<file path="config.mk">
export PLATFORM = sky130hd
export DESIGN_NAME = cache_lane_arbiter
export DESIGN_NICKNAME = d
export VERILOG_FILES = /design/src/rtl/cla_pkg.sv /design/src/rtl/cla_rr_pick.sv /design/src/rtl/cla_lane_cmp.sv /design/src/rtl/cla_way_window.sv /design/src/rtl/cache_lane_arbiter.sv
export SDC_FILE = /design/constraint.sdc
export NUM_CORES = 1
export LEC_CHECK = 0
export BUFFER_PORTS_ARGS = -buffer_cell sky130_fd_sc_hd__buf_2
export CORE_MARGIN = 5
export CORE_UTILIZATION = 30
export CTS_CLUSTER_DIAMETER = 40
export CTS_CLUSTER_SIZE = 25
export DETAILED_ROUTE_END_ITERATION = 8
export GPL_TIMING_DRIVEN = 0
export PLACE_DENSITY = 0.74
export SYNTH_ARGS = -nofsm -noshare
export SYNTH_HDL_FRONTEND = slang
export SYNTH_SLANG_ARGS = --single-unit
</file>
<file path="constraint.sdc">
create_clock -name clk -period 1.6 [get_ports clk]
set_input_delay 0.24 -clock clk [delete_from_list [all_inputs] [get_ports clk]]
set_output_delay 0.24 -clock clk [all_outputs]
set_load 0.01 [all_outputs]
</file>
<file path="src/rtl/cla_pkg.sv">
package cla_pkg;
  // Owner record of the outstanding access: bit 0 = lane 0, bit 1 = lane 1
  typedef logic [1:0] owner_t;
  localparam owner_t OWN_BOTH = 2'b11;
endpackage

</file>
<file path="src/rtl/cla_rr_pick.sv">
module cla_rr_pick (
  input  logic clk,
  input  logic rst_n,
  input  logic req0,
  input  logic req1,
  input  logic adv,
  output logic gnt0,
  output logic gnt1
);
  logic last1_q;   // lane 1 won the most recent handshake
  logic held_q;    // a grant is waiting on back-pressure
  logic held1_q;   // which lane holds that grant
  logic pick1;

  always_comb begin
    if (held_q) pick1 = held1_q;
    else        pick1 = req1 && (!req0 || !last1_q);
    gnt1 = req1 && pick1;
    gnt0 = req0 && !pick1;
  end

  always_ff @(posedge clk) begin
    if (!rst_n) begin
      last1_q <= 1'b1;
      held_q  <= 1'b0;
      held1_q <= 1'b0;
    end else begin
      if (adv) last1_q <= gnt1;
      held_q  <= (gnt0 || gnt1) && !adv;
      held1_q <= gnt1;
    end
  end

  // After lane 0 is served, the next tie goes to lane 1
  assert_tie_turn_R3: assert property (@(posedge clk) disable iff (!rst_n)
    (adv && gnt0) |=> (!(req0 && req1) || gnt1));

  // A stalled grant does not move while its requester stays valid
  assert_grant_hold_R10: assert property (@(posedge clk) disable iff (!rst_n)
    (gnt0 && !adv) |=> (gnt0 || !req0));
endmodule

</file>
<file path="src/rtl/cla_lane_cmp.sv">
module cla_lane_cmp #(
  parameter int ADDR_W = 8,
  parameter int DATA_W = 16
) (
  input  logic [ADDR_W-1:0] a_addr,
  input  logic [DATA_W-1:0] a_wdata,
  input  logic              a_we,
  input  logic [ADDR_W-1:0] b_addr,
  input  logic [DATA_W-1:0] b_wdata,
  input  logic              b_we,
  output logic              same
);
  logic addr_eq, we_eq, data_eq;
  always_comb begin
    addr_eq = (a_addr == b_addr);
    we_eq   = (a_we == b_we);
    data_eq = (a_wdata == b_wdata);
    same    = addr_eq && we_eq && (!a_we || data_eq);
  end
endmodule

</file>
<file path="src/rtl/cla_way_window.sv">
module cla_way_window #(
  parameter int WAYS = 4
) (
  output logic [WAYS-1:0] lo_mask,
  output logic [WAYS-1:0] hi_mask,
  output logic [WAYS-1:0] all_mask
);
  localparam int HALF = WAYS / 2;
  for (genvar w = 0; w < WAYS; w++) begin : g_way
    assign lo_mask[w]  = (w < HALF);
    assign hi_mask[w]  = (w >= HALF);
    assign all_mask[w] = 1'b1;
  end
endmodule

</file>
<file path="src/rtl/cache_lane_arbiter.sv">
module cache_lane_arbiter #(
  parameter int ADDR_W = 8,
  parameter int DATA_W = 16,
  parameter int WAYS   = 4
) (
  input  logic              clk,
  input  logic              rst_n,
  input  logic              lockstep_mode,
  input  logic              ln0_req_valid,
  output logic              ln0_req_ready,
  input  logic [ADDR_W-1:0] ln0_addr,
  input  logic [DATA_W-1:0] ln0_wdata,
  input  logic              ln0_we,
  output logic              ln0_rsp_valid,
  output logic [DATA_W-1:0] ln0_rdata,
  input  logic              ln1_req_valid,
  output logic              ln1_req_ready,
  input  logic [ADDR_W-1:0] ln1_addr,
  input  logic [DATA_W-1:0] ln1_wdata,
  input  logic              ln1_we,
  output logic              ln1_rsp_valid,
  output logic [DATA_W-1:0] ln1_rdata,
  output logic              arr_req_valid,
  input  logic              arr_req_ready,
  output logic [ADDR_W-1:0] arr_addr,
  output logic [DATA_W-1:0] arr_wdata,
  output logic              arr_we,
  output logic [WAYS-1:0]   arr_way_mask,
  input  logic              arr_rsp_valid,
  input  logic [DATA_W-1:0] arr_rdata,
  output logic              lockstep_mismatch
);
  import cla_pkg::*;

  logic   busy_q;
  owner_t owner_q;
  logic   err_q;
  logic   idle, both_v, same, lk_issue, lk_drop, fire;
  logic   g0, g1;
  logic [WAYS-1:0] lo_mask, hi_mask, all_mask;

  cla_lane_cmp #(.ADDR_W(ADDR_W), .DATA_W(DATA_W)) u_cmp (
    .a_addr(ln0_addr), .a_wdata(ln0_wdata), .a_we(ln0_we),
    .b_addr(ln1_addr), .b_wdata(ln1_wdata), .b_we(ln1_we),
    .same(same)
  );

  cla_way_window #(.WAYS(WAYS)) u_ways (
    .lo_mask(lo_mask), .hi_mask(hi_mask), .all_mask(all_mask)
  );

  cla_rr_pick u_rr (
    .clk(clk), .rst_n(rst_n),
    .req0(!lockstep_mode && ln0_req_valid && idle),
    .req1(!lockstep_mode && ln1_req_valid && idle),
    .adv(fire && !lockstep_mode),
    .gnt0(g0), .gnt1(g1)
  );

  always_comb begin
    idle     = !busy_q;
    both_v   = ln0_req_valid && ln1_req_valid;
    lk_issue = lockstep_mode && both_v && same && idle;
    lk_drop  = lockstep_mode && both_v && !same && idle;

    arr_req_valid = lk_issue || g0 || g1;
    arr_addr      = g1 ? ln1_addr  : ln0_addr;
    arr_wdata     = g1 ? ln1_wdata : ln0_wdata;
    arr_we        = g1 ? ln1_we    : ln0_we;
    arr_way_mask  = lockstep_mode ? all_mask : (g1 ? hi_mask : lo_mask);
    fire          = arr_req_valid && arr_req_ready;

    ln0_req_ready = lk_drop || ((lk_issue || g0) && arr_req_ready);
    ln1_req_ready = lk_drop || ((lk_issue || g1) && arr_req_ready);

    ln0_rsp_valid = arr_rsp_valid && busy_q && owner_q[0];
    ln1_rsp_valid = arr_rsp_valid && busy_q && owner_q[1];
    ln0_rdata     = arr_rdata;
    ln1_rdata     = arr_rdata;
    lockstep_mismatch = err_q;
  end

  always_ff @(posedge clk) begin
    if (!rst_n) begin
      busy_q  <= 1'b0;
      owner_q <= '0;
      err_q   <= 1'b0;
    end else begin
      err_q <= lk_drop;
      if (fire) begin
        busy_q  <= 1'b1;
        owner_q <= lockstep_mode ? OWN_BOTH : {g1, g0};
      end else if (arr_rsp_valid) begin
        busy_q <= 1'b0;
      end
    end
  end

  // Lockstep accesses only leave when both lanes agree
  assert_lock_agree_R7: assert property (@(posedge clk) disable iff (!rst_n)
    (lockstep_mode && arr_req_valid) |->
      (ln0_addr == ln1_addr && ln0_we == ln1_we && ln0_req_valid && ln1_req_valid));

  // At most one access outstanding
  assert_single_outstanding_R5: assert property (@(posedge clk) disable iff (!rst_n)
    fire |=> !arr_req_valid);

  // Split-mode responses reach exactly one lane
  assert_rsp_one_lane_R4: assert property (@(posedge clk) disable iff (!rst_n)
    (arr_rsp_valid && busy_q && !lockstep_mode) |->
      $onehot({ln0_rsp_valid, ln1_rsp_valid}));

  // Lane 0 split-mode accesses stay in the lower ways
  assert_way_half_R2: assert property (@(posedge clk) disable iff (!rst_n)
    (fire && !lockstep_mode && ln0_req_ready) |-> (arr_way_mask == lo_mask));
endmodule

</file>
[Yosys cells after proc, flatten, opt, wreduce, memory -nomap -nowiden]
Index checks and enable logic that the tools add are counted.
Word-level totals
  flip-flop bits (word level): 7
  word-level logic and storage cells: 58
  input port bits: 73
  output and inout bits: 67
Operators by class
  eq/ne operators: 3
  reductions and logical operators: 40
  mux-type cells: 9
Operators by type and width (number)
  $logic_and A1 B1 Y1: 23
  $eq A16 B16 Y1: 1
  $mux W16: 1
  $eq A8 B8 Y1: 1
  $logic_not A1 Y1: 8
  $logic_or A1 B1 Y1: 8
  $mux W4: 2
  $mux W8: 1
  $mux W1: 4
  $mux W2: 1
  $reduce_bool A2 Y1: 1
  $eq A1 B1 Y1: 1

[Depth between registers and ports, before layout]
Gate-level depths: netlist (run 1).
  depth in word-level cells: 15
  gate-level depth with buffers: 6
  depth with buffers taken out: 5

[Cells and area by module]
From an unflattened synthesis (run 1), not the netlist that was laid out.
Unflattened totals
  cells, all modules: 164
  area total of the unflattened synthesis: 1388.8 um^2
By module, submodules not included
  cache_lane_arbiter: cells each 101, area an instance 855.8 um^2, seq. area each 80.1 um^2, instances 1
  cla_lane_cmp: cells each 33, area an instance 284.0 um^2, seq. area each 0.0 um^2, instances 1
  cla_rr_pick: cells each 16, area an instance 151.4 um^2, seq. area each 60.1 um^2, instances 1
  cla_way_window: cells each 14, area an instance 97.6 um^2, seq. area each 0.0 um^2, instances 1

[Worst setup path before layout (run 1)]
Ideal clock, no wire load.
  path kind: input to output
  from: input port ln1_wdata[4]
  to: output port arr_req_valid
  path buffers: 0
  setup slack: 95 ps
  stages: 5
  arrival: 1265 ps
  required time: 1360 ps
  cells stage by stage: xnor2_1 > nand4_1 > o41ai_4 > nand2_1 > o21ai_1
On the way
  longest elaborated chain between the ends: 7
RTL lines
  from (decl): RTL line cache_lane_arbiter.sv:19  | input logic [DATA_W-1:0] ln1_wdata,
  $eq A16 B16 Y1: RTL line cla_lane_cmp.sv:17  | data_eq = (a_wdata == b_wdata);
  $logic_or A1 B1 Y1: RTL line cla_lane_cmp.sv:18  | same = addr_eq && we_eq && (!a_we || data_eq);
  $logic_and A1 B1 Y1: RTL line cla_lane_cmp.sv:18
  $logic_and A1 B1 Y1 (2 in a row): RTL line cache_lane_arbiter.sv:63  | lk_issue = lockstep_mode && both_v && same && idle;
  $logic_or A1 B1 Y1 (2 in a row): RTL line cache_lane_arbiter.sv:66  | arr_req_valid = lk_issue || g0 || g1;
  to (decl): RTL line cache_lane_arbiter.sv:23  | output logic arr_req_valid,
Every way passes these cells.

[Worst setup path after layout (run 1)]
  from: input port ln0_wdata[12]
  to: output port ln1_req_ready
On the way
  longest elaborated chain between the ends: 8
  elaborated cells on any way between the ends: 11
  classes of those cells: 1 x eq/ne; 10 x reduce/logical
RTL lines
  from (decl): RTL line cache_lane_arbiter.sv:12  | input logic [DATA_W-1:0] ln0_wdata,
  $eq A16 B16 Y1 *: RTL line cla_lane_cmp.sv:17
  $logic_or A1 B1 Y1 *: RTL line cla_lane_cmp.sv:18
  $logic_and A1 B1 Y1 *: RTL line cla_lane_cmp.sv:18
  $logic_and A1 B1 Y1 (2 in a row): RTL line cache_lane_arbiter.sv:63
  $logic_or A1 B1 Y1: RTL line cache_lane_arbiter.sv:74  | ln1_req_ready = lk_drop || ((lk_issue || g1) && arr_req_ready);
  $logic_and A1 B1 Y1: RTL line cache_lane_arbiter.sv:74
  $logic_or A1 B1 Y1 *: RTL line cache_lane_arbiter.sv:74
  to (decl): RTL line cache_lane_arbiter.sv:17  | output logic ln1_req_ready,
Every way passes the cells marked *; elsewhere a longest branch is shown, timed or not.

==> parameters.txt, run 1 <==
Parameter                              Value

Finish
  Filler-free cell count of the finished design ... 327
  Final net count ... 351
  Fill cells ... 337
  Share of cells above drive strength 1 ... 0.7834
  Area used by multi-input combinational logic ... 927.1 µm²
  Area grow syn2layout ... 98.45%
  Final Core Density ... 0.6052
  Register area ... 143.9 µm²
  Count of antenna diodes in the layout ... 0

Die
  Chip Height ... 73.54 µm
  Die width ... 73.54 µm
  Std-Cell Rows ... 23
  Top-level port count ... 140
  Core area ... 3971 µm²
  Die Outline Area ... 5408 µm²
  Initial core utilization ... 0.3050

Placed design
  Number of placed instances with taps included ... 313
  Number of buffer cells added on primary ports ... 123
  Routability congestion estimate ... 0.8499
  Detailed-placement wirelength estimate ... 3464 µm

Clock network
  Maximum count of clock buffers along a single path ... 2
  Clk pin slew, worst setup/hold paths ... 0.04 ns
  Max H-tree Level ... 1
  Clock latency on the worst-skew pair ... 0.22 ns
  Clock sink count ... 7
  Hold-fix buffers at CTS ... 0
  Num CTS Buffers ... 3
  TritonCTS clock tree ... built
  Cell at the root of the clock tree ... sky130_fd_sc_hd__clkbuf_8

Drt
  Vias per cell ... 4.471
  Number of search-and-repair iterations in the first detailed-routing pass ... 4
  Total via count in the routed design ... 1,462
  Avg WL per Cell ... 13.52 µm
  DRC violation count after routing ... 0
  Post-DRT Antenna Nets ... 0
  Total wire length ... 4420 µm
  Violation count after the first detailed-route iteration ... 19

Timing
  Unrepaired setup endpoints after global routing ... yes
  Highest clock frequency the design can meet ... 561.9 MHz
  Setup Total Neg Slack ... -4.315 ns
  Final-report max-slew violation count ... 0
  Slew HR ... 0.7339
  Shortest clock period the worst path allows after layout ... 1.780 ns
  Clock skew ... 0.0005909 ns
  Final number of hold-violating endpoints ... 0
  Post-route fraction of the period consumed by the critical path ... 1.112
  Final setup violation count ... 28
  Worst hold slack ... 0.2286 ns
  Post-route setup slack ... -0.1796 ns
  Actual transition at the worst max-transition pin ... 0.3958 ns

Synthesis
  Post-synthesis instance area ... 1211 µm²
  Async SR Flop Fraction ... 0
  Synth unique cells ... 28
  Sequential element share of the synthesized area ... 0.1157
  Syn Inst Count ... 140
  Synth area leader ... sky130_fd_sc_hd__buf_4
  Post-synth EDFFs ... 0
  Most common cell in the netlist ... sky130_fd_sc_hd__buf_4
  Commonest cells post-synth ... 34 x sky130_fd_sc_hd__buf_4, 23 x sky130_fd_sc_hd__xnor2_1, 22 x sky130_fd_sc_hd__mux2_2, 7 x sky130_fd_sc_hd__dfxtp_1
  Average instance area after synthesis ... 8.651 µm²
  Dominant synthesized flop cell ... sky130_fd_sc_hd__dfxtp_1
  Synth warnings ... 0
  Portion of synthesized cell area occupied by the leading cell type ... 0.2107
  Syn_nets ... 213
  Total of flip-flops plus latches after synthesis ... 7
  Synth area leaders ... sky130_fd_sc_hd__buf_4 21%, sky130_fd_sc_hd__mux2_2 20%, sky130_fd_sc_hd__xnor2_1 17%

Global route
  Initial antenna violation count ... 0
  Largest net degree at the start of global routing ... 11
  Overall overflow remaining after global route ... 0
  GRT Resource Usage Total ... 0.1491
  Wire length of the first global-routing pass ... 6506 µm
  Vias in the first global route ... 1,445

Min path
  Worst Min Path Start ... rst_n
  Hold Crit Class ... in2reg
  Hold Path Depth ... 2

Worst setup path
  Crit path launch type ... input pin
  WS Path Type ... in2out
  Length in cells of the worst reg-to-reg path ... 6
  Required time reported for the critical path endpoint ... 1.36 ns
  Worst R2R Start ... u_rr.held_q
  Crit path arrival time ... 1.54 ns
  CP Max Fanout ... 3
  Category of the worst setup path capture point ... primary output
  Origin of the worst setup path ... ln0_wdata[12]

Power and ir drop
  Share of total power in combinational logic ... 0.609
  Internal Dissipation ... 759.5 µW
  Maximum resistive drop on vdd ... 0.7503 mV
  Reported net switching power ... 338.9 µW
  Leakage ... 1.274 nW
  Power per cell area ... 457.0 nW/µm²
  Sw frac ... 0.3085
  Clock power share ... 0.216
  Share of total power in sequential cells ... 0.175

Run
  Number of max-capacitance violations reported ... 0

Status
  Status ... finished, violations left
  Failing checks ... negative setup slack
metal layers:
layer  GRT usage  up-vias  routed length [µm]
met5           0        -                   0
met1      0.1657      649                1601
met4     0.01408        0                   0
met2      0.2933       85                2313
li1            -      728                   -
met3     0.03283        0                 505
power by group through the flow:
stage / Clock (mW) / Combinational [mW] / Sequential, mW
final: 0.238 / 0.669 / 0.192
after global routing: 0.259 / 0.718 / 0.193
after CTS: 0.245 / 0.642 / 0.192
after detailed placement: 0 / 0.506 / 0.194
after global placement: 0 / 0.501 / 0.193
after floorplan: 0 / 0.289 / 0.192
cells in the final DEF (no fill, tap or decap), types with 2 or more instances in the layout:
cell type / Yosys / routed
sky130_fd_sc_hd__xnor2_2: 0 / 3
sky130_fd_sc_hd__mux2_4: 0 / 16
sky130_fd_sc_hd__buf_6: 0 / 35
sky130_fd_sc_hd__mux2_2: 22 / 9
sky130_fd_sc_hd__clkbuf_8: 0 / 3
sky130_fd_sc_hd__and3_1: 3 / 3
sky130_fd_sc_hd__nand2_1: 4 / 3
sky130_fd_sc_hd__a21oi_2: 0 / 3
sky130_fd_sc_hd__o21ai_0: 4 / 4
sky130_fd_sc_hd__xor2_1: 2 / 2
sky130_fd_sc_hd__buf_2: 3 / 92
sky130_fd_sc_hd__nand2b_1: 3 / 2
sky130_fd_sc_hd__inv_1: 4 / 4
sky130_fd_sc_hd__dfxtp_2: 0 / 3
sky130_fd_sc_hd__buf_8: 0 / 2
sky130_fd_sc_hd__nand4_1: 5 / 5
sky130_fd_sc_hd__buf_4: 34 / 40
sky130_fd_sc_hd__nor2_1: 5 / 4
sky130_fd_sc_hd__xnor2_1: 23 / 19
sky130_fd_sc_hd__dfxtp_1: 7 / 4
worst max-delay path, stage by stage:
cell and delay, ns:
sky130_fd_sc_hd__buf_8 0.11, sky130_fd_sc_hd__xnor2_4 0.15, sky130_fd_sc_hd__nand4_1 0.17, sky130_fd_sc_hd__o41ai_4 0.44
sky130_fd_sc_hd__nand2_2 0.13, sky130_fd_sc_hd__o21a_1 0.18, sky130_fd_sc_hd__buf_2 0.13
registers in the layout (all words and copies together) (netlist names):
signal,flops
owner_q,2
busy_q,1
lockstep_mismatch,1
u_rr.held1_q,1
u_rr.held_q,1
u_rr.last1_q,1
cell families after synthesis:
kind of cell / count (synthesis) / synth area share
simple gates: 26 / 0.1291
flops: 7 / 0.1157
buf+inv: 41 / 0.2355
mux: 25 / 0.2324
compound gates: 16 / 0.1064
xor+xnor: 25 / 0.1808
layout make-up:
type	instances	area share
buffer	37	0.1234
clock buffer	4	0.01874
inverter	4	0.006247
multi-input combinational	92	0.3857
sequential	7	0.05986
tap	50	0.02603
timing repair buffer	133	0.3800
repair_timing:
| action | in CTS | in global routing |
|---|---|---|
| pin swaps | 10 | 8 |
| resized for setup | 64 | 15 |
| cloned | 2 | 1 |
| setup buffers | 7 | 0 |
| endpoints found under the setup margin | 32 | 35 |
worst paths after layout:
kind	endpoint	slack, ns
max	ln1_req_ready	-0.18
min	u_rr.last1_q	0.23
max reg2reg	busy_q	0.10
min reg2reg	owner_q[1]	0.46
through the flow:
stage                     setup slack, ns  instance area [µm²]  total power, mW
after floorplan                   0.09490                 1211           0.4811
after global placement            -0.3107                 1889           0.6942
after detailed placement          -0.2887                 1889           0.6996
after CTS                         -0.2275                 2313            1.079
after global routing              -0.2566                 2404            1.170
final                             -0.1796                 2404            1.098
Power figures use the tool's default switching activity.
==> run 2, diff against run 1 <==
- CORE_MARGIN: 5 -> not set
- CTS_BUF_LIST: not set -> sky130_fd_sc_hd__clkbuf_4
==> run 2 against run 1 <==
Effect of this change: the flow still finishes with violations (negative setup slack); critical path depth unchanged; worst hold slack got worse by 0.021 ns; die area decreased by 21%; via count increased by 1.1%; sequential cell count unchanged; clock power decreased by 26%; design area decreased by 2.8%; global-route usage increased by 0.88 points; clock skew about the same; first-iteration DRC count increased by 21%; sequential share of layout area increased by 0.22 points; core utilization increased by 1.5 points.
==> parameters.txt, run 2 (synthesized netlist as in run 1, its figures left out) <==
Parameter                              Value

Status
  Status ... finished, violations left
  Failing checks ... negative setup slack

Die
  Core area ... 3771 µm² (-5.0%)
  Initial core utilization ... 0.3212 (+0.01619)
  Die Outline Area ... 4295 µm² (-21%)
  Std-Cell Rows ... 22 (-4.3%)
  Top-level port count ... 140 (unchanged)
  Die width ... 65.54 µm (-11%)
  Chip Height ... 65.54 µm (-11%)

Timing
  Final-report max-slew violation count ... 0 (unchanged)
  Actual transition at the worst max-transition pin ... 0.3573 ns (-0.03848 ns)
  Shortest clock period the worst path allows after layout ... 1.825 ns (+0.04527 ns)
  Post-route setup slack ... -0.2249 ns (-0.04527 ns)
  Worst hold slack ... 0.2077 ns (-0.02084 ns)
  Slew HR ... 0.7618 (+0.02785)
  Unrepaired setup endpoints after global routing ... yes
  Clock skew ... 0.00009348 ns (-0.0004974 ns)
  Post-route fraction of the period consumed by the critical path ... 1.141 (+0.02830)
  Setup Total Neg Slack ... -5.500 ns (-1.185 ns)
  Highest clock frequency the design can meet ... 548.0 MHz (-2.5%)
  Final setup violation count ... 30 (+7.1%)
  Final number of hold-violating endpoints ... 0 (unchanged)

Drt
  Number of search-and-repair iterations in the first detailed-routing pass ... 4 (unchanged)
  Met2 wire length ... 2261 µm (-2.2%)
  DRC violation count after routing ... 0 (unchanged)
  Avg WL per Cell ... 12.71 µm (-6.0%)
  Post-DRT Antenna Nets ... 0 (unchanged)
  Violation count after the first detailed-route iteration ... 23 (+4)
  Uppermost metal layer occupied by signal nets ... met4
  Wire length the detailed router placed on met1 ... 1471 µm (-8.1%)
  Total wire length ... 4055 µm (-8.3%)
  Met3 layer wire length in the routed design ... 317 µm (-37%)
  Total via count in the routed design ... 1,478 (+1.1%)
  Vias per cell ... 4.633 (+3.6%)

Finish
  Filler-free cell count of the finished design ... 319 (-2.4%)
  Share of cells above drive strength 1 ... 0.7897 (+0.006274)
  Final net count ... 345 (-1.7%)
  Area grow syn2layout ... 92.98%
  Top reg by flops ... owner_q
  Top library cells by usage in the layout, fill and taps aside ... 94 x sky130_fd_sc_hd__buf_2, 37 x sky130_fd_sc_hd__buf_4, 30 x sky130_fd_sc_hd__buf_6
  Most frequent standard cell in the layout excluding fill and tap cells ... sky130_fd_sc_hd__buf_2
  Max reg flops ... 2 (unchanged)
  Count of antenna diodes in the layout ... 0 (unchanged)
  Design area ... 2337 µm² (-2.8%)

Worst setup path
  WS Path Type ... in2out
  CP peak stage delay ... 0.43 ns (about the same)
  Cell type with the highest occurrence count on the critical path ... sky130_fd_sc_hd__buf_2
  Required time reported for the critical path endpoint ... 1.36 ns (about the same)
  Category of the worst setup path capture point ... primary output
  CP Max Fanout ... 3 (unchanged)
  Critical Path Slowest Stage Cell ... sky130_fd_sc_hd__o41ai_4
  CP delay by family, top ... compound AO/OA/AOI/OAI gates
  Crit path buffers/inverters ... 2 (unchanged)
  Crit path launch type ... input pin
  Crit path arrival time ... 1.58 ns (+0.04 ns)
  Cell breakdown of the critical path ... buf_2 -> xnor2_1 -> nand4_1 -> o41ai_4 -> nand2_2 -> o21a_1 -> buf_2

Power and ir drop
  Share of total power in combinational logic ... 0.638 (+0.029)
  Reported net switching power ... 338.5 µW (-0.10%)
  Leakage ... 1.225 nW (-3.8%)
  Clock power share ... 0.174 (-0.042)
  Maximum resistive drop on vdd ... 0.4249 mV (-43%)
  Share of total power in sequential cells ... 0.188 (+0.013)
  Sw frac ... 0.3334 (+0.02486)
  Post-route total power ... 1.015 mW (-7.6%)
  Power per cell area ... 434.5 nW/µm² (-4.9%)
  Internal Dissipation ... 676.9 µW (-11%)

Placed design
  Post-Place Cell Area ... 1887 µm² (-0.13%)
  Number of buffer cells added on primary ports ... 123 (unchanged)
  Number of placed instances with taps included ... 311 (-0.64%)
  Routability congestion estimate ... 0.7585 (-11%)
  Detailed-placement wirelength estimate ... 2872 µm (-17%)

Clock network
  TritonCTS clock tree ... built
  Max H-tree Level ... 1 (unchanged)
  Clock latency on the worst-skew pair ... 0.25 ns (+0.03 ns)
  Num CTS Buffers ... 3 (unchanged)
  Clk pin slew, worst setup/hold paths ... 0.05 ns (about the same)
  Cell at the root of the clock tree ... sky130_fd_sc_hd__clkbuf_4
  Maximum count of clock buffers along a single path ... 2 (unchanged)
  Clock sink count ... 7 (unchanged)
  Hold-fix buffers at CTS ... 0 (unchanged)

Global route
  Largest net degree at the start of global routing ... 12 (+1)
  Vias in the first global route ... 1,264 (-13%)
  Overall overflow remaining after global route ... 0 (unchanged)
  GRT Resource Usage Total ... 0.1579 (+0.008821)
  Initial antenna violation count ... 0 (unchanged)
  Wire length of the first global-routing pass ... 5368 µm (-17%)

Min path
  Hold Crit Class ... in2reg

Run
  Number of max-capacitance violations reported ... 0 (unchanged)
## run 2: cell count changes in the layout (fill, tap and decap cells not counted), sizes merged
cell,before,now
buf,169,164
clkbuf,5,4
## run 2: worst paths after layout
check,endpoint,depth (start not counted),from,slack [ns]
setup / recovery,ln1_req_ready,7,ln1_wdata[2],-0.22
hold / removal,u_rr.last1_q,2,rst_n,0.21
setup reg to reg,owner_q[1],6,busy_q,0.19
hold reg to reg,owner_q[1],2,owner_q[1],0.44
## run 2: through the flow
step	util	worst slack (ns)
finish	0.6198	-0.2249
global route	0.6198	-0.3077
global placement	0.5003	-0.3182
floorplan	-	0.09490
CTS	0.5773	-0.2323
detailed placement	0.5003	-0.3035
## run 2: metal layers
layer	vias to the layer above	GRT usage
li1	719	-
met1	678	0.1693
met2	79	0.3222
met3	2	0.02257
met4	0	0.02446
met5	-	0
## run 2: cell type report
class | instances | area (µm²)
Clock buffer | 4 | 30.03
Multi-Input combinational cell | 92 | 955.9
Fill cell | 318 | 1434
Sequential cell | 7 | 145.1
Buffer | 37 | 292.8
Tap cell | 48 | 60.06
Timing Repair Buffer | 127 | 838.3
Inverter | 4 | 15.01
## run 2: power by group through the flow
stage	Clock [mW]	Sequential, mW	Combinational [mW]
6_report	0.177	0.191	0.648
5_1_grt	0.188	0.192	0.689
4_1_cts	0.182	0.192	0.593
3_5_place_dp	0	0.193	0.501
3_3_place_gp	0	0.193	0.495
2_1_floorplan	0	0.192	0.289
## run 2: what timing repair did
action	CTS	global route
cloned	1	0
gates resized for setup	48	32
buffers inserted	3	1
endpoints found under the setup margin	32	32
pin swaps	10	10
==> run 3, diff against run 2 <==
- ABC_AREA: not set -> 1
- GPL_TIMING_DRIVEN: 0 -> not set
- PLACE_DENSITY: 0.74 -> 0.71
==> run 3 against run 2 <==
Effect of this change: the run still ends with negative setup slack left; synthesized area is 14% higher; sequential share of layout area is 1.3 points higher; global-route usage is 1.7 points lower; via count is 14% higher; critical path depth is 1 lower; total power is 26% lower; synthesized cell count is 89% higher; clock skew is 0.0022 ns higher; design area is 18% lower; count of clock-buffer cells in the layout is 1 lower; first-iteration DRC count is 87% higher; register-to-register slack worse by 0.03 ns; critical endpoint is now ln0_req_ready; highest routed layer unchanged.
==> parameters.txt, run 3 <==
Parameter                              Value

Synthesis
  Dominant synthesized flop cell ... sky130_fd_sc_hd__dfxtp_1
  Main combinational cell family by area after synthesis ... simple AND/OR/NAND/NOR gates
  Average instance area after synthesis ... 5.247 µm² (-39%)
  Portion of synthesized cell area occupied by the leading cell type ... 0.2900 (+0.07923)
  Area fraction in compound gates after synthesis ... 0.1030 (-0.003424)
  Syn Inst Count ... 264 (+89%)
  Sequential element share of the synthesized area ... 0.1012 (-0.01453)
  Adder-cell share of the synthesized area ... 0 (unchanged)
  Simple logic cell fraction of the synthesized area ... 0.4219 (+0.2927)
  Synth unique cells ... 26 (-7.1%)
  Most common cell in the netlist ... sky130_fd_sc_hd__nand2_1
  Fraction of synthesized area in multiplexers ... 0 (-0.2324)
  Async SR Flop Fraction ... 0 (unchanged)
  Synth area leaders ... sky130_fd_sc_hd__nand2_1 29%, sky130_fd_sc_hd__buf_4 18%, sky130_fd_sc_hd__inv_1 12%
  Commonest cells post-synth ... 107 x sky130_fd_sc_hd__nand2_1, 44 x sky130_fd_sc_hd__inv_1, 34 x sky130_fd_sc_hd__buf_4, 18 x sky130_fd_sc_hd__nor2_1, 17 x sky130_fd_sc_hd__o21ai_0
  Synthesized-area fraction occupied by xor and xnor cells ... 0.05059 (-0.1302)
  Post-synth EDFFs ... 0 (unchanged)
  Synth warnings ... 0 (unchanged)
  Post-synthesis instance area ... 1385 µm² (+14%)
  Synth area leader ... sky130_fd_sc_hd__nand2_1
  Total of flip-flops plus latches after synthesis ... 7 (unchanged)
  Syn_nets ... 337 (+58%)

Clock network
  Cell at the root of the clock tree ... sky130_fd_sc_hd__clkbuf_4
  TritonCTS clock tree ... built
  Clock sink count ... 7 (unchanged)
  Maximum count of clock buffers along a single path ... 2 (unchanged)
  Max H-tree Level ... 1 (unchanged)
  Clk pin slew, worst setup/hold paths ... 0.06 ns (about the same)
  Clock latency on the worst-skew pair ... 0.26 ns (about the same)
  Hold-fix buffers at CTS ... 0 (unchanged)
  Num CTS Buffers ... 3 (unchanged)

Finish
  Fill cells ... 465 (+46%)
  Count of antenna diodes in the layout ... 0 (unchanged)
  Design area ... 1923 µm² (-18%)
  Top reg by flops ... owner_q
  Top library cells by usage in the layout, fill and taps aside ... 97 x sky130_fd_sc_hd__nand2_1, 89 x sky130_fd_sc_hd__buf_2, 44 x sky130_fd_sc_hd__inv_1
  Area grow syn2layout ... 38.84%
  Filler-free cell count of the finished design ... 389 (+22%)
  Final net count ... 411 (+19%)
  Max reg flops ... 2 (unchanged)
  Share of cells above drive strength 1 ... 0.4065 (-0.3831)
  Most frequent standard cell in the layout excluding fill and tap cells ... sky130_fd_sc_hd__nand2_1

Global route
  Wire length of the first global-routing pass ... 5851 µm (+9.0%)
  Vias in the first global route ... 1,488 (+18%)
  Overall overflow remaining after global route ... 0 (unchanged)
  Initial antenna violation count ... 0 (unchanged)
  Largest net degree at the start of global routing ... 40 (+28)
  GRT Resource Usage Total ... 0.1411 (-0.01676)

Timing
  Final setup violation count ... 30 (unchanged)
  Shortest clock period the worst path allows after layout ... 1.861 ns (+0.03601 ns)
  Final number of hold-violating endpoints ... 0 (unchanged)
  Post-route setup slack ... -0.2609 ns (-0.03601 ns)
  Clock skew ... 0.002313 ns (+0.002219 ns)
  Unrepaired setup endpoints after global routing ... yes
  Post-route fraction of the period consumed by the critical path ... 1.163 (+0.02251)
  Slew HR ... 0.7709 (+0.009131)
  Highest clock frequency the design can meet ... 537.4 MHz (-1.9%)
  Actual transition at the worst max-transition pin ... 0.3408 ns (-0.01653 ns)
  Setup Total Neg Slack ... -5.973 ns (-0.4737 ns)
  Final-report max-slew violation count ... 0 (unchanged)

Worst setup path
  Category of the worst setup path capture point ... primary output
  Crit path launch type ... flip-flop
  Cell type with the highest occurrence count on the critical path ... sky130_fd_sc_hd__nand2_4
  Crit path buffers/inverters ... 1 (-1)
  CP Max Fanout ... 4 (+1)
  Setup slack, reg-to-reg ... 0.16 ns (-0.03 ns)
  Critical Path Slowest Stage Cell ... sky130_fd_sc_hd__nor4_2
  CP delay by family, top ... simple AND/OR/NAND/NOR gates
  Cell breakdown of the critical path ... nor4_2 -> nand3_1 -> nand2_4 -> nand2_4 -> o21ai_2 -> buf_2
  Required time reported for the critical path endpoint ... 1.36 ns (about the same)
  CP peak stage delay ... 0.38 ns (-0.05 ns)
  WS Path Type ... reg2out
  Worst R2R Start ... busy_q
  Crit path arrival time ... 1.62 ns (+0.04 ns)
  Origin of the worst setup path ... busy_q

Placed design
  Detailed-placement wirelength estimate ... 2798 µm (-2.6%)
  Routability congestion estimate ... 0.8709 (+15%)
  Post-Place Cell Area ... 1705 µm² (-9.6%)
  Number of placed instances with taps included ... 377 (+21%)
  Number of buffer cells added on primary ports ... 91 (-26%)

Min path
  Hold Crit Class ... in2reg
  Worst Min Path Start ... rst_n

Die
  Std-Cell Rows ... 24 (+9.1%)
  Top-level port count ... 140 (unchanged)
  Chip Height ... 69.95 µm (+6.7%)
  Core area ... 4384 µm² (+16%)
  Die Outline Area ... 4892 µm² (+14%)
  Die width ... 69.95 µm (+6.7%)
  Initial core utilization ... 0.3159 (-0.005243)

Status
  Status ... finished, violations left
  Failing checks ... negative setup slack

Power and ir drop
  Internal Dissipation ... 456.0 µW (-33%)
  Sw frac ... 0.3926 (+0.05918)
  Maximum resistive drop on vdd ... 0.2298 mV (-46%)
  Leakage ... 1.206 nW (-1.6%)
  Clock power share ... 0.227 (+0.053)
  Power per cell area ... 390.4 nW/µm² (-10%)
  Share of total power in combinational logic ... 0.525 (-0.113)
  Reported net switching power ... 294.7 µW (-13%)
  Share of total power in sequential cells ... 0.248 (+0.060)

Run
  Number of max-capacitance violations reported ... 0 (unchanged)

Drt
  Total via count in the routed design ... 1,688 (+14%)
  Vias per cell ... 4.339 (-6.3%)
  Total wire length ... 4040 µm (-0.37%)
  Avg WL per Cell ... 10.39 µm (-18%)
  Violation count after the first detailed-route iteration ... 43 (+87%)
  DRC violation count after routing ... 0 (unchanged)
  Post-DRT Antenna Nets ... 0 (unchanged)
  Number of search-and-repair iterations in the first detailed-routing pass ... 5 (+1)
==> run 3: cell types whose count changed in the layout (fill, tap and decap cells not counted), sizes merged, moves of 14 or more <==
cell and delta:
buf -59, inv +42, mux2 -25, nand2 +105
nor2 +14, o21ai +14, xnor2 -21
==> run 3: cells by family after synthesis <==
logic type                after synthesis
buffers and inverters                  84
xor gates and xnor gates                8
DFF                                     7
and+or+nand+nor                       141
AOI/OAI and AO/OA                      24
==> run 3: cell type report <==
class                           count  area (µm²)  area share
Multi-Input combinational cell    173       857.1      0.4457
Timing Repair Buffer              107       654.4      0.3403
Inverter                           46       175.2     0.09109
Sequential cell                     7       143.9     0.07482
Tap cell                           52       65.06     0.03383
Clock buffer                        3       22.52     0.01171
Clock inverter                      1       5.005    0.002602
==> run 3: final timing paths <==
path,to,depth (start not counted)
max,ln0_req_ready,6
min,u_rr.held_q,3
max reg2reg,u_rr.last1_q,7
min reg2reg,u_rr.last1_q,2
==> run 3: worst register-to-register path, stage by stage (launching register included) <==
cell                      delay [ns]
sky130_fd_sc_hd__dfxtp_4        0.37
sky130_fd_sc_hd__nor4_2         0.38
sky130_fd_sc_hd__nand3_1        0.19
sky130_fd_sc_hd__nand2_4        0.10
sky130_fd_sc_hd__buf_4          0.13
sky130_fd_sc_hd__nand3_2        0.07
sky130_fd_sc_hd__nand2_1        0.06
sky130_fd_sc_hd__nand2_1        0.04
==> run 3: power by group through the flow <==
stage          Combinational (mW)  Clock, mW  Sequential [mW]
2_1_floorplan               0.265          0            0.189
3_3_place_gp                0.354          0            0.189
3_5_place_dp                0.358          0            0.190
4_1_cts                     0.370      0.171            0.186
5_1_grt                     0.443      0.183            0.187
6_report                    0.394      0.171            0.186
==> run 3: what timing repair did <==
action	CTS	global route
pin swaps	4	3
gates resized for setup	6	34
setup endpoints to repair	32	32
cloned	0	4
buffers inserted	2	3
==> run 3: through the flow <==
step                      utilization  hold slack [ns]  worst slack (ns)  total power [mW]
final                          0.4386           0.2577           -0.2609            0.7508
after global routing           0.4386           0.2422           -0.3732            0.8133
after CTS                      0.4041           0.2547           -0.2300            0.7264
after detailed placement       0.3890           0.4512           -0.1573            0.5478
after global placement         0.3890           0.4476          -0.08602            0.5429
after floorplan                     -           0.3376           0.02705            0.4543
==> run 3: metal layers <==
layer / track usage / up-vias / share of wire
li1: - / 902 / -
met1: 0.1622 / 705 / 0.43
met2: 0.2596 / 66 / 0.49
met3: 0.02742 / 15 / 0.058
met4: 0.04444 / 0 / 0.016
met5: 0 / - / 0
